--- src/rtl/atten_ctrl_pkg.sv ---
`timescale 1ns/1ps
package atten_ctrl_pkg;
  localparam int unsigned PIN_CLK = 0;
  localparam int unsigned PIN_DAT = 1;
  localparam int unsigned PIN_LE  = 2;
  localparam int unsigned PIN_N   = 3;
  // idle levels of the serial pins: strobe high, clock and data low
  localparam logic [PIN_N-1:0] PIN_IDLE = 3'b100;
endpackage

--- src/rtl/pin_sync.sv ---
`timescale 1ns/1ps
module pin_sync #(
  parameter int unsigned N      = 3,
  parameter int unsigned STAGES = 2,
  parameter logic [N-1:0] IDLE  = '0
) (
  input  logic         clk,
  input  logic         rst,
  input  logic [N-1:0] pin_i,
  output logic [N-1:0] lvl_o,
  output logic [N-1:0] rise_o
);
  for (genvar g = 0; g < N; g++) begin : g_pin
    logic [STAGES-1:0] chain_q;
    logic              prev_q;
    always_ff @(posedge clk) begin
      if (rst) begin
        chain_q <= {STAGES{IDLE[g]}};
        prev_q  <= IDLE[g];
      end else begin
        chain_q <= {chain_q[STAGES-2:0], pin_i[g]};
        prev_q  <= chain_q[STAGES-1];
      end
    end
    assign lvl_o[g]  = chain_q[STAGES-1];
    assign rise_o[g] = chain_q[STAGES-1] & ~prev_q;
  end
endmodule

--- src/rtl/shift_unit.sv ---
`timescale 1ns/1ps
module shift_unit #(
  parameter int unsigned W = 8,
  localparam int unsigned CNT_W = $clog2(W + 1)
) (
  input  logic             clk,
  input  logic             rst,
  input  logic             shift_en,
  input  logic             din,
  input  logic             clr,
  output logic [W-1:0]     sr_o,
  output logic [CNT_W-1:0] cnt_o
);
  localparam logic [CNT_W-1:0] FULL = CNT_W'(W);
  logic [W-1:0]     sr_q;
  logic [CNT_W-1:0] cnt_q;

  always_ff @(posedge clk) begin
    if (rst) begin
      sr_q  <= '0;
      cnt_q <= '0;
    end else begin
      if (shift_en) sr_q <= {din, sr_q[W-1:1]};
      if (clr) cnt_q <= '0;
      else if (shift_en && cnt_q != FULL) cnt_q <= cnt_q + 1'b1;
    end
  end
  assign sr_o  = sr_q;
  assign cnt_o = cnt_q;

  // without a qualified shift the register keeps its contents
  p_hold_sr_r3: assert property (@(posedge clk) disable iff (rst)
    !shift_en |=> $stable(sr_q));
  // bit count saturates at the word width
  p_cnt_sat_r9: assert property (@(posedge clk) disable iff (rst)
    cnt_q <= FULL);
  // one shift moves the previous top bit down by one place
  p_one_bit_r1: assert property (@(posedge clk) disable iff (rst)
    shift_en |=> sr_q[W-2] == $past(sr_q[W-1]));
endmodule

--- src/rtl/latch_unit.sv ---
`timescale 1ns/1ps
module latch_unit #(
  parameter int unsigned W       = 8,
  parameter int unsigned ATT_LSB = 2,
  parameter int unsigned ATT_W   = 5,
  parameter int unsigned RSV_BIT = 1,
  localparam int unsigned CNT_W  = $clog2(W + 1)
) (
  input  logic             clk,
  input  logic             rst,
  input  logic             load,
  input  logic [W-1:0]     sr_i,
  input  logic [CNT_W-1:0] cnt_i,
  output logic [W-1:0]     word_o,
  output logic [ATT_W-1:0] atten_o,
  output logic             illegal_o,
  output logic             short_o
);
  localparam logic [ATT_W-1:0] ATT_MAX   = '1;
  localparam logic [W-1:0]     RST_WORD  = W'(ATT_MAX) << ATT_LSB;
  localparam logic [CNT_W-1:0] FULL      = CNT_W'(W);

  logic [W-1:0]     word_q;
  logic [ATT_W-1:0] atten_q;
  logic             illegal_q, short_q;

  always_ff @(posedge clk) begin
    if (rst) begin
      word_q    <= RST_WORD;
      atten_q   <= ATT_MAX;
      illegal_q <= 1'b0;
      short_q   <= 1'b0;
    end else if (load) begin
      word_q    <= sr_i;
      atten_q   <= sr_i[ATT_LSB +: ATT_W];
      illegal_q <= sr_i[RSV_BIT];
      short_q   <= (cnt_i != FULL);
    end
  end
  assign word_o    = word_q;
  assign atten_o   = atten_q;
  assign illegal_o = illegal_q;
  assign short_o   = short_q;

  p_reset_state_r4: assert property (@(posedge clk)
    rst |=> word_q == RST_WORD && atten_q == ATT_MAX && !illegal_q && !short_q);
  p_hold_word_r7: assert property (@(posedge clk) disable iff (rst)
    !load |=> $stable(word_q) && $stable(atten_q) && $stable(illegal_q) && $stable(short_q));
  p_atten_field_r5: assert property (@(posedge clk) disable iff (rst)
    atten_q == word_q[ATT_LSB +: ATT_W]);
  p_illegal_flag_r8: assert property (@(posedge clk) disable iff (rst)
    illegal_q == word_q[RSV_BIT]);
endmodule

--- src/rtl/atten_serial_ctrl.sv ---
`timescale 1ns/1ps
module atten_serial_ctrl
  import atten_ctrl_pkg::*;
#(
  parameter int unsigned WORD_W      = 8,
  parameter int unsigned ATT_LSB     = 2,
  parameter int unsigned ATT_W       = 5,
  parameter int unsigned RSV_BIT     = 1,
  parameter int unsigned SYNC_STAGES = 2
) (
  input  logic              clk,
  input  logic              rst,
  input  logic              ser_clk_i,
  input  logic              ser_dat_i,
  input  logic              ser_le_i,
  output logic [WORD_W-1:0] word_o,
  output logic [ATT_W-1:0]  atten_db_o,
  output logic              illegal_o,
  output logic              short_o
);
  localparam int unsigned CNT_W = $clog2(WORD_W + 1);

  logic [PIN_N-1:0]  pins, lvl, rise;
  logic              shift_en;
  logic [WORD_W-1:0] sr;
  logic [CNT_W-1:0]  cnt;

  assign pins = {ser_le_i, ser_dat_i, ser_clk_i};

  pin_sync #(.N(PIN_N), .STAGES(SYNC_STAGES), .IDLE(PIN_IDLE)) u_sync (
    .clk(clk), .rst(rst), .pin_i(pins), .lvl_o(lvl), .rise_o(rise));

  // serial clock edges count only while the strobe is low
  assign shift_en = rise[PIN_CLK] & ~lvl[PIN_LE];

  shift_unit #(.W(WORD_W)) u_shift (
    .clk(clk), .rst(rst), .shift_en(shift_en), .din(lvl[PIN_DAT]),
    .clr(rise[PIN_LE]), .sr_o(sr), .cnt_o(cnt));

  latch_unit #(.W(WORD_W), .ATT_LSB(ATT_LSB), .ATT_W(ATT_W), .RSV_BIT(RSV_BIT)) u_latch (
    .clk(clk), .rst(rst), .load(rise[PIN_LE]), .sr_i(sr), .cnt_i(cnt),
    .word_o(word_o), .atten_o(atten_db_o), .illegal_o(illegal_o), .short_o(short_o));

  p_le_blocks_clk_r3: assert property (@(posedge clk) disable iff (rst)
    (lvl[PIN_LE] && rise[PIN_CLK]) |=> $stable(sr) && $stable(cnt));
  p_latch_copies_r7: assert property (@(posedge clk) disable iff (rst)
    rise[PIN_LE] |=> word_o == $past(sr));
endmodule

--- config.mk ---
export PLATFORM = sky130hd
export DESIGN_NAME = atten_serial_ctrl
export DESIGN_NICKNAME = d
export VERILOG_FILES = /design/src/rtl/atten_ctrl_pkg.sv /design/src/rtl/pin_sync.sv /design/src/rtl/shift_unit.sv /design/src/rtl/latch_unit.sv /design/src/rtl/atten_serial_ctrl.sv
export SDC_FILE = /design/constraint.sdc
export NUM_CORES = 1
export LEC_CHECK = 0
export BUFFER_PORTS_ARGS = -buffer_cell sky130_fd_sc_hd__buf_2
export CORE_MARGIN = 3
export CORE_UTILIZATION = 30
export CTS_BUF_LIST = sky130_fd_sc_hd__clkbuf_2
export CTS_CLUSTER_DIAMETER = 60
export DETAILED_ROUTE_END_ITERATION = 8
export GPL_TIMING_DRIVEN = 0
export PLACE_DENSITY = 0.56
export RECOVER_POWER = 25
export SLEW_MARGIN = 30
export SYNTH_ARGS = -nofsm -noshare
export SYNTH_HDL_FRONTEND = slang
export SYNTH_SLANG_ARGS = --single-unit
--- constraint.sdc ---
create_clock -name clk -period 1.35 [get_ports clk]
set_input_delay 0.0675 -clock clk [delete_from_list [all_inputs] [get_ports clk]]
set_output_delay 0.0675 -clock clk [all_outputs]
set_load 0.03 [all_outputs]
==> results of run 1 <==
[routing by layer]
layer / vias to the layer above / part of all wire
met5: - / 0
met4: 0 / 0
met3: 0 / 0.061
met2: 21 / 0.46
met1: 370 / 0.48
li1: 434 / -
[sequential cells by signal, indices dropped and copies added, names as in the netlist]
signal,cells
u_sync.g_pin.prev_q,2
u_latch.word_o,8
u_shift.cnt_o,4
u_sync.g_pin.chain_q,6
u_latch.short_o,1
u_shift.sr_o,8
[per-stage QoR]
| step | area, µm² | worst slack, ns | TNS, ns | power (µW) |
|---|---|---|---|---|
| final | 1441 | 0.03929 | 0 | 1592 |
| after CTS | 1420 | 0.002846 | 0 | 1614 |
| after detailed placement | 1287 | -0.07938 | -0.07938 | 990.8 |
| after floorplan | 1135 | 0.006009 | 0 | 963.5 |
| after global routing | 1441 | -0.003296 | -0.003296 | 1662 |
| after global placement | 1287 | -0.05454 | -0.05454 | 989.2 |
[worst paths after layout]
| check | cells after the start | slack [ns] | from | to |
|---|---|---|---|---|
| hold reg to reg | 1 | 0.43 | u_sync.g_pin[2].chain_q[0]$_SDFF_PP1_ | u_sync.g_pin[2].chain_q[1]$_SDFF_PP1_ |
| setup reg to reg | 5 | 0.04 | u_shift.cnt_o[0]$_SDFFE_PP0P_ | u_shift.cnt_o[0]$_SDFFE_PP0P_ |
| setup / recovery | 5 | 0.04 | u_shift.cnt_o[0]$_SDFFE_PP0P_ | u_shift.cnt_o[0]$_SDFFE_PP0P_ |
| hold / removal | 3 | 0.06 | rst | u_shift.cnt_o[3]$_SDFFE_PP0P_ |
[final cells by class]
type / count / area, µm² / area share
plain buffers: 11 / 76.32 / 0.05295
clock buffers: 5 / 25.02 / 0.01736
clock inverters: 3 / 40.04 / 0.02778
inverters: 3 / 11.26 / 0.007813
multi-input cells: 70 / 483.0 / 0.3351
flip-flops and latches: 29 / 588.1 / 0.4080
well taps: 46 / 57.56 / 0.03993
repair buffers: 27 / 160.2 / 0.1111
[cell usage in the layout (no fill, tap or decap), drive strengths merged]
cell,n
nand2,16
inv,3
or2,3
dlygate4sd3,3
dfxtp,29
clkinv,2
a21boi,1
nor3b,1
bufinv,1
ha,2
and4bb,1
nor2,9
nor2b,7
a211oi,1
nand3,8
nand2b,1
or3,1
mux2,1
and3b,1
mux2i,10
nor3,2
clkbuf,9
buf,31
nand4,1
a21oi,3
o211a,1
[worst register-to-register path: cells and delay by family, from the launching register on]
kind,cells,cell delay (ns)
DFF,1,0.37
muxes,1,0.30
adders and majority gates,1,0.15
buffers and inverters,1,0.05
and+or+nand+nor,2,0.35
[power by group]
part,internal (µW),switching [µW]
clock network,310,305
registers,869,7.45
logic,42.5,58.5
total,1220,371
[logic make-up (layout without fill, tap and decap cells)]
| kind of cell | after synthesis | in the layout | share of synthesized area |
|---|---|---|---|
| buffers and inverters | 14 | 49 | 0.07752 |
| AOI/OAI and AO/OA | 6 | 6 | 0.03986 |
| and+or+nand+nor | 51 | 51 | 0.2481 |
| DFF | 29 | 29 | 0.5138 |
| muxes | 11 | 11 | 0.09856 |
| adders and majority gates | 2 | 2 | 0.02214 |
[timing repair]
action | CTS | global route
pin swaps | 0 | 0
setup buffers | 4 | 1
gates cloned | 0 | 0
endpoints found under the setup margin | 1 | 2
resized for setup | 2 | 4
hold buffers | 3 | 0
endpoints found under the hold margin | 3 | 0
==> results.toml, run 1 <==
[outcome]
status = "completed"

[global_route]
met2_usage = 0.1534
grt_antenna_before_repair = 0
grtUsageMet3 = 0.04659
grt_use_met1 = 0.1190
grt_usage = 0.1013
grt.busiest_layer = "met2"
overflow = 0
grt_max_degree = 11
grt_pass1_vias = 740
grt_pass1_wl_um = 3298

[layout]
finalCoreUtilization = 0.4156
syn_to_final_growth_pct = 27.57
fillers = 365
drive_gt1_frac = 0.3581
instances_no_fill = 194
final_nets = 154
n_antenna_cell = 0

[logic_synthesis]
synthesis.area_um2 = 1130
synth_cell_type_count = 27
synthFlopType = "dfxtp_1"
yosysTopAreaCellShare = 0.5138
async_flop_share = 0
synth.yosys.seq_area_share = 0.5138
ys_seq_elements = 29
syn-mean-instance-area_um2 = 9.999
synth_area_leader_cell = "dfxtp_1"
yosys-top-cells-count = "dfxtp_1 (29), nand2_1 (16), mux2i_1 (10), nor2_1 (9), nand3_1 (8)"
synth_nets = 120
synth_warnings = 0
synth_edf_count = 0
synthTopCellsByArea = "dfxtp_1 (51%), mux2i_1 (8.9%), nand2_1 (5.3%)"
synth_most_common_cell = "dfxtp_1"
netlist_instances = 113

[worst_setup_path]
crit_fanout = 3
crit_path_end_kind = "flop"
crit_type = "flop to flop"
crit_chain = "inv_2 -> ha_4 -> and3b_2 -> nor2b_4 -> mux2_4"
required_ns = 1.60
critical-path-top-delay-family = "flip-flops"
critPathArrivalTime_ns = 1.56
critPathLaunchType = "flop"
critical_path.slowest_cell = "dfxtp_4"
crit_buf_inv = 1
critPathMaxStageDelay_ns = 0.37

[sta]
hold_slack_ns = 0.05865
worstMarginPinSlew_ns = 0.4124
maxSlewViolCount = 0
setup-violations-final = 0
hold_viol_final = 0
relSlewSlack = 0.7250
fin_crit_ns = 1.311
skew_ns = 0.009365
fmax_mhz = 762.9
period_share = 0.9709

[cts]
cts_max_level = 2
cts.sinks = 29
cts_tree = "done"
clockBufferDepth = 2
numCtsBuffers = 5
clk_pin_slew_ns = 0.15
clock_latency_ns = 0.35
root_buffer = "clkbuf_2"

[flow_run]
maxCapViolations = 0

[drt]
ant_nets = 0
vias = 825
drt-total-wl_um = 2011
wl_per_cell_um = 10.37
drt-pass1-iter-count = 4
routed_via_density = 4.253
drt_iter0_markers = 18
drc_errors = 0

[placement]
dpl.hpwl_um = 1378
dpl.cell_count = 178
portBuffers = 19
place_congestion = 0.7856

[floorplanning]
core_um2 = 3468
start_util = 0.3258
ios = 20
die_area_um2 = 4539
die_x_um = 67.37
rows = 21
die_y_um = 67.37

[hold_path]
hp-class = "input pin to flop"

[power]
p_per_area_nw_per_um2 = 1104
p_leak_uw = 0.0006090
vdd_drop_max_uv = 487.4
Power figures use the tool's default switching activity.
==> inputs of run 2 (changes only) <==
SETUP_SLACK_MARGIN = 0.1   (was not set)
==> run 2 against run 1 <==
  * Sequential cell count is the same
  * Critical path depth unchanged
  * Fmax down 0.69%
  * Hold slack improved by 0.034 ns
  * Global-route usage rose by 1.2 points
  * Cell count is 1.5% higher
  * Non-clock buffer count rose by 3
  * Routed wire length increased by 11%
  * Sequential power is essentially flat
  * Cell area rose by 1.6%
==> results.toml, run 2 (synthesized netlist as in run 1, its figures left out) <==
[placement]
place_congestion = 0.7350
portBuffers = 19
post_dp_cell_area_um2 = 1292
dpl.cell_count = 178
dpl.hpwl_um = 1384

[worst_setup_path]
r2r-end = "u_shift.cnt_o[0]$_SDFFE_PP0P_"
crit_chain = "inv_4 -> ha_4 -> and3b_2 -> nor2b_4 -> mux2_4"
critical-path-top-delay-family = "flip-flops"
timing.rr.start = "u_shift.cnt_o[1]$_SDFFE_PP0P_"
cp-startpoint = "u_shift.cnt_o[1]$_SDFFE_PP0P_"
critPathLaunchType = "flop"
crit_type = "flop to flop"
reg2reg_depth = 5
critical_path.slowest_cell = "dfxtp_4"
required_ns = 1.60
crit_buf_inv = 1
critPathMaxStageDelay_ns = 0.39
crit_fanout = 3
ff2ff_setup_slack_ns = 0.03
cp.depth = 5
crit_path_end_kind = "flop"
critPathArrivalTime_ns = 1.57
critPathCapture = "u_shift.cnt_o[0]$_SDFFE_PP0P_"

[sta]
setup-violations-final = 0
fin_crit_ns = 1.320
worstMarginPinSlew_ns = 0.4401
skew_ns = 0.007664
hold_slack_ns = 0.09256
rsz0062_at_grt = "true"
maxSlewViolCount = 0
relSlewSlack = 0.7066
hold_viol_final = 0
fin_setup_tns_ns = 0
period_share = 0.9776
fmax_mhz = 757.7

[floorplanning]
rows = 21
die_x_um = 67.37
core_um2 = 3468
ios = 20
die_y_um = 67.37
die_area_um2 = 4539
start_util = 0.3258

[power]
p_per_area_nw_per_um2 = 967.3
p_leak_uw = 0.0006219
vdd_drop_max_uv = 404.6

[layout]
fillers = 357
ff_latch_area_um2 = 591.8
syn_to_final_growth_pct = 29.57
final_nets = 157
n_antenna_cell = 0
final_cell_mix = "dfxtp_1 (26), buf_2 (18), nand2_1 (16), buf_4 (15), mux2i_1 (10)"
multiInputGateArea_um2 = 499.2
instances_no_fill = 197
post-route-cell-area_um2 = 1464
final_common_cell = "dfxtp_1"
drive_gt1_frac = 0.3907

[global_route]
grt_pass1_wl_um = 3691
grt_antenna_before_repair = 0
grt_usage = 0.1136
grt_max_degree = 11
overflow = 0
grt_pass1_vias = 808

[cts]
clk_pin_slew_ns = 0.14
numCtsBuffers = 5
cts_max_level = 2
cts.sinks = 29
clock_latency_ns = 0.34
cts_tree = "done"
clockBufferDepth = 2
root_buffer = "clkbuf_2"

[drt]
drc_errors = 0
vias = 855
wl_per_cell_um = 11.32
routed_via_density = 4.340
ant_nets = 0
drt-total-wl_um = 2231
drt-pass1-iter-count = 4
drt_iter0_markers = 25

[outcome]
status = "completed"

[hold_path]
hp-class = "input pin to flop"

[flow_run]
maxCapViolations = 0
-- run 2: worst min path at each step --
stage                     startpoint                               endpoint  slack, ns  cells after the start
after global placement      ser_le_i  u_sync.g_pin[2].chain_q[0]$_SDFF_PP1_       0.25                      2
after CTS                        rst          u_shift.cnt_o[3]$_SDFFE_PP0P_       0.05                      3
final                            rst          u_shift.cnt_o[3]$_SDFFE_PP0P_       0.09                      3
after global routing             rst          u_shift.cnt_o[3]$_SDFFE_PP0P_       0.08                      3
after floorplan             ser_le_i  u_sync.g_pin[2].chain_q[0]$_SDFF_PP1_       0.17                      1
after detailed placement    ser_le_i  u_sync.g_pin[2].chain_q[0]$_SDFF_PP1_       0.25                      2
-- run 2: area by class of cell --
class / instances / share of cell area
repair buffers: 30 / 0.1248
flip-flops and latches: 29 / 0.4043
inverters: 3 / 0.01111
clock buffers: 8 / 0.02735
plain buffers: 11 / 0.05214
multi-input cells: 70 / 0.3410
well taps: 46 / 0.03932
-- run 2: timing repair --
action | CTS | global route
hold buffers | 3 | 0
pin swaps | 1 | 0
endpoints found under the hold margin | 3 | 0
setup buffers | 8 | 0
gates resized for setup | 3 | 7
setup endpoints to repair | 2 | 13
-- run 2: tightest hold or removal path, cell delays in order --
cell	delay [ns]
buf_2	0.15
or3_1	0.13
mux2i_1	0.06
-- run 2: metrics by stage --
step | power [µW] | utilization | worst slack (ns)
final | 1416 | 0.4221 | 0.03019
after floorplan | 961.6 | - | 0.03159
after CTS | 1436 | 0.4156 | 0.04239
after detailed placement | 989.3 | 0.3727 | -0.05725
after global routing | 1481 | 0.4221 | -0.009271
after global placement | 987.8 | 0.3727 | -0.03614
-- run 2: routing by layer --
layer,wire (µm),GRT usage,vias up
met4,72,0.06835,0
met5,0,0,-
met1,1006,0.1299,393
li1,-,-,438
met2,1063,0.1853,17
met3,88,0.03494,7
-- run 2: power breakdown --
group          internal [µW]  switching [µW]  total [µW]
Sequential               868            8.77         876
Combinational           45.4            61.2         107
Clock                    153             280         433
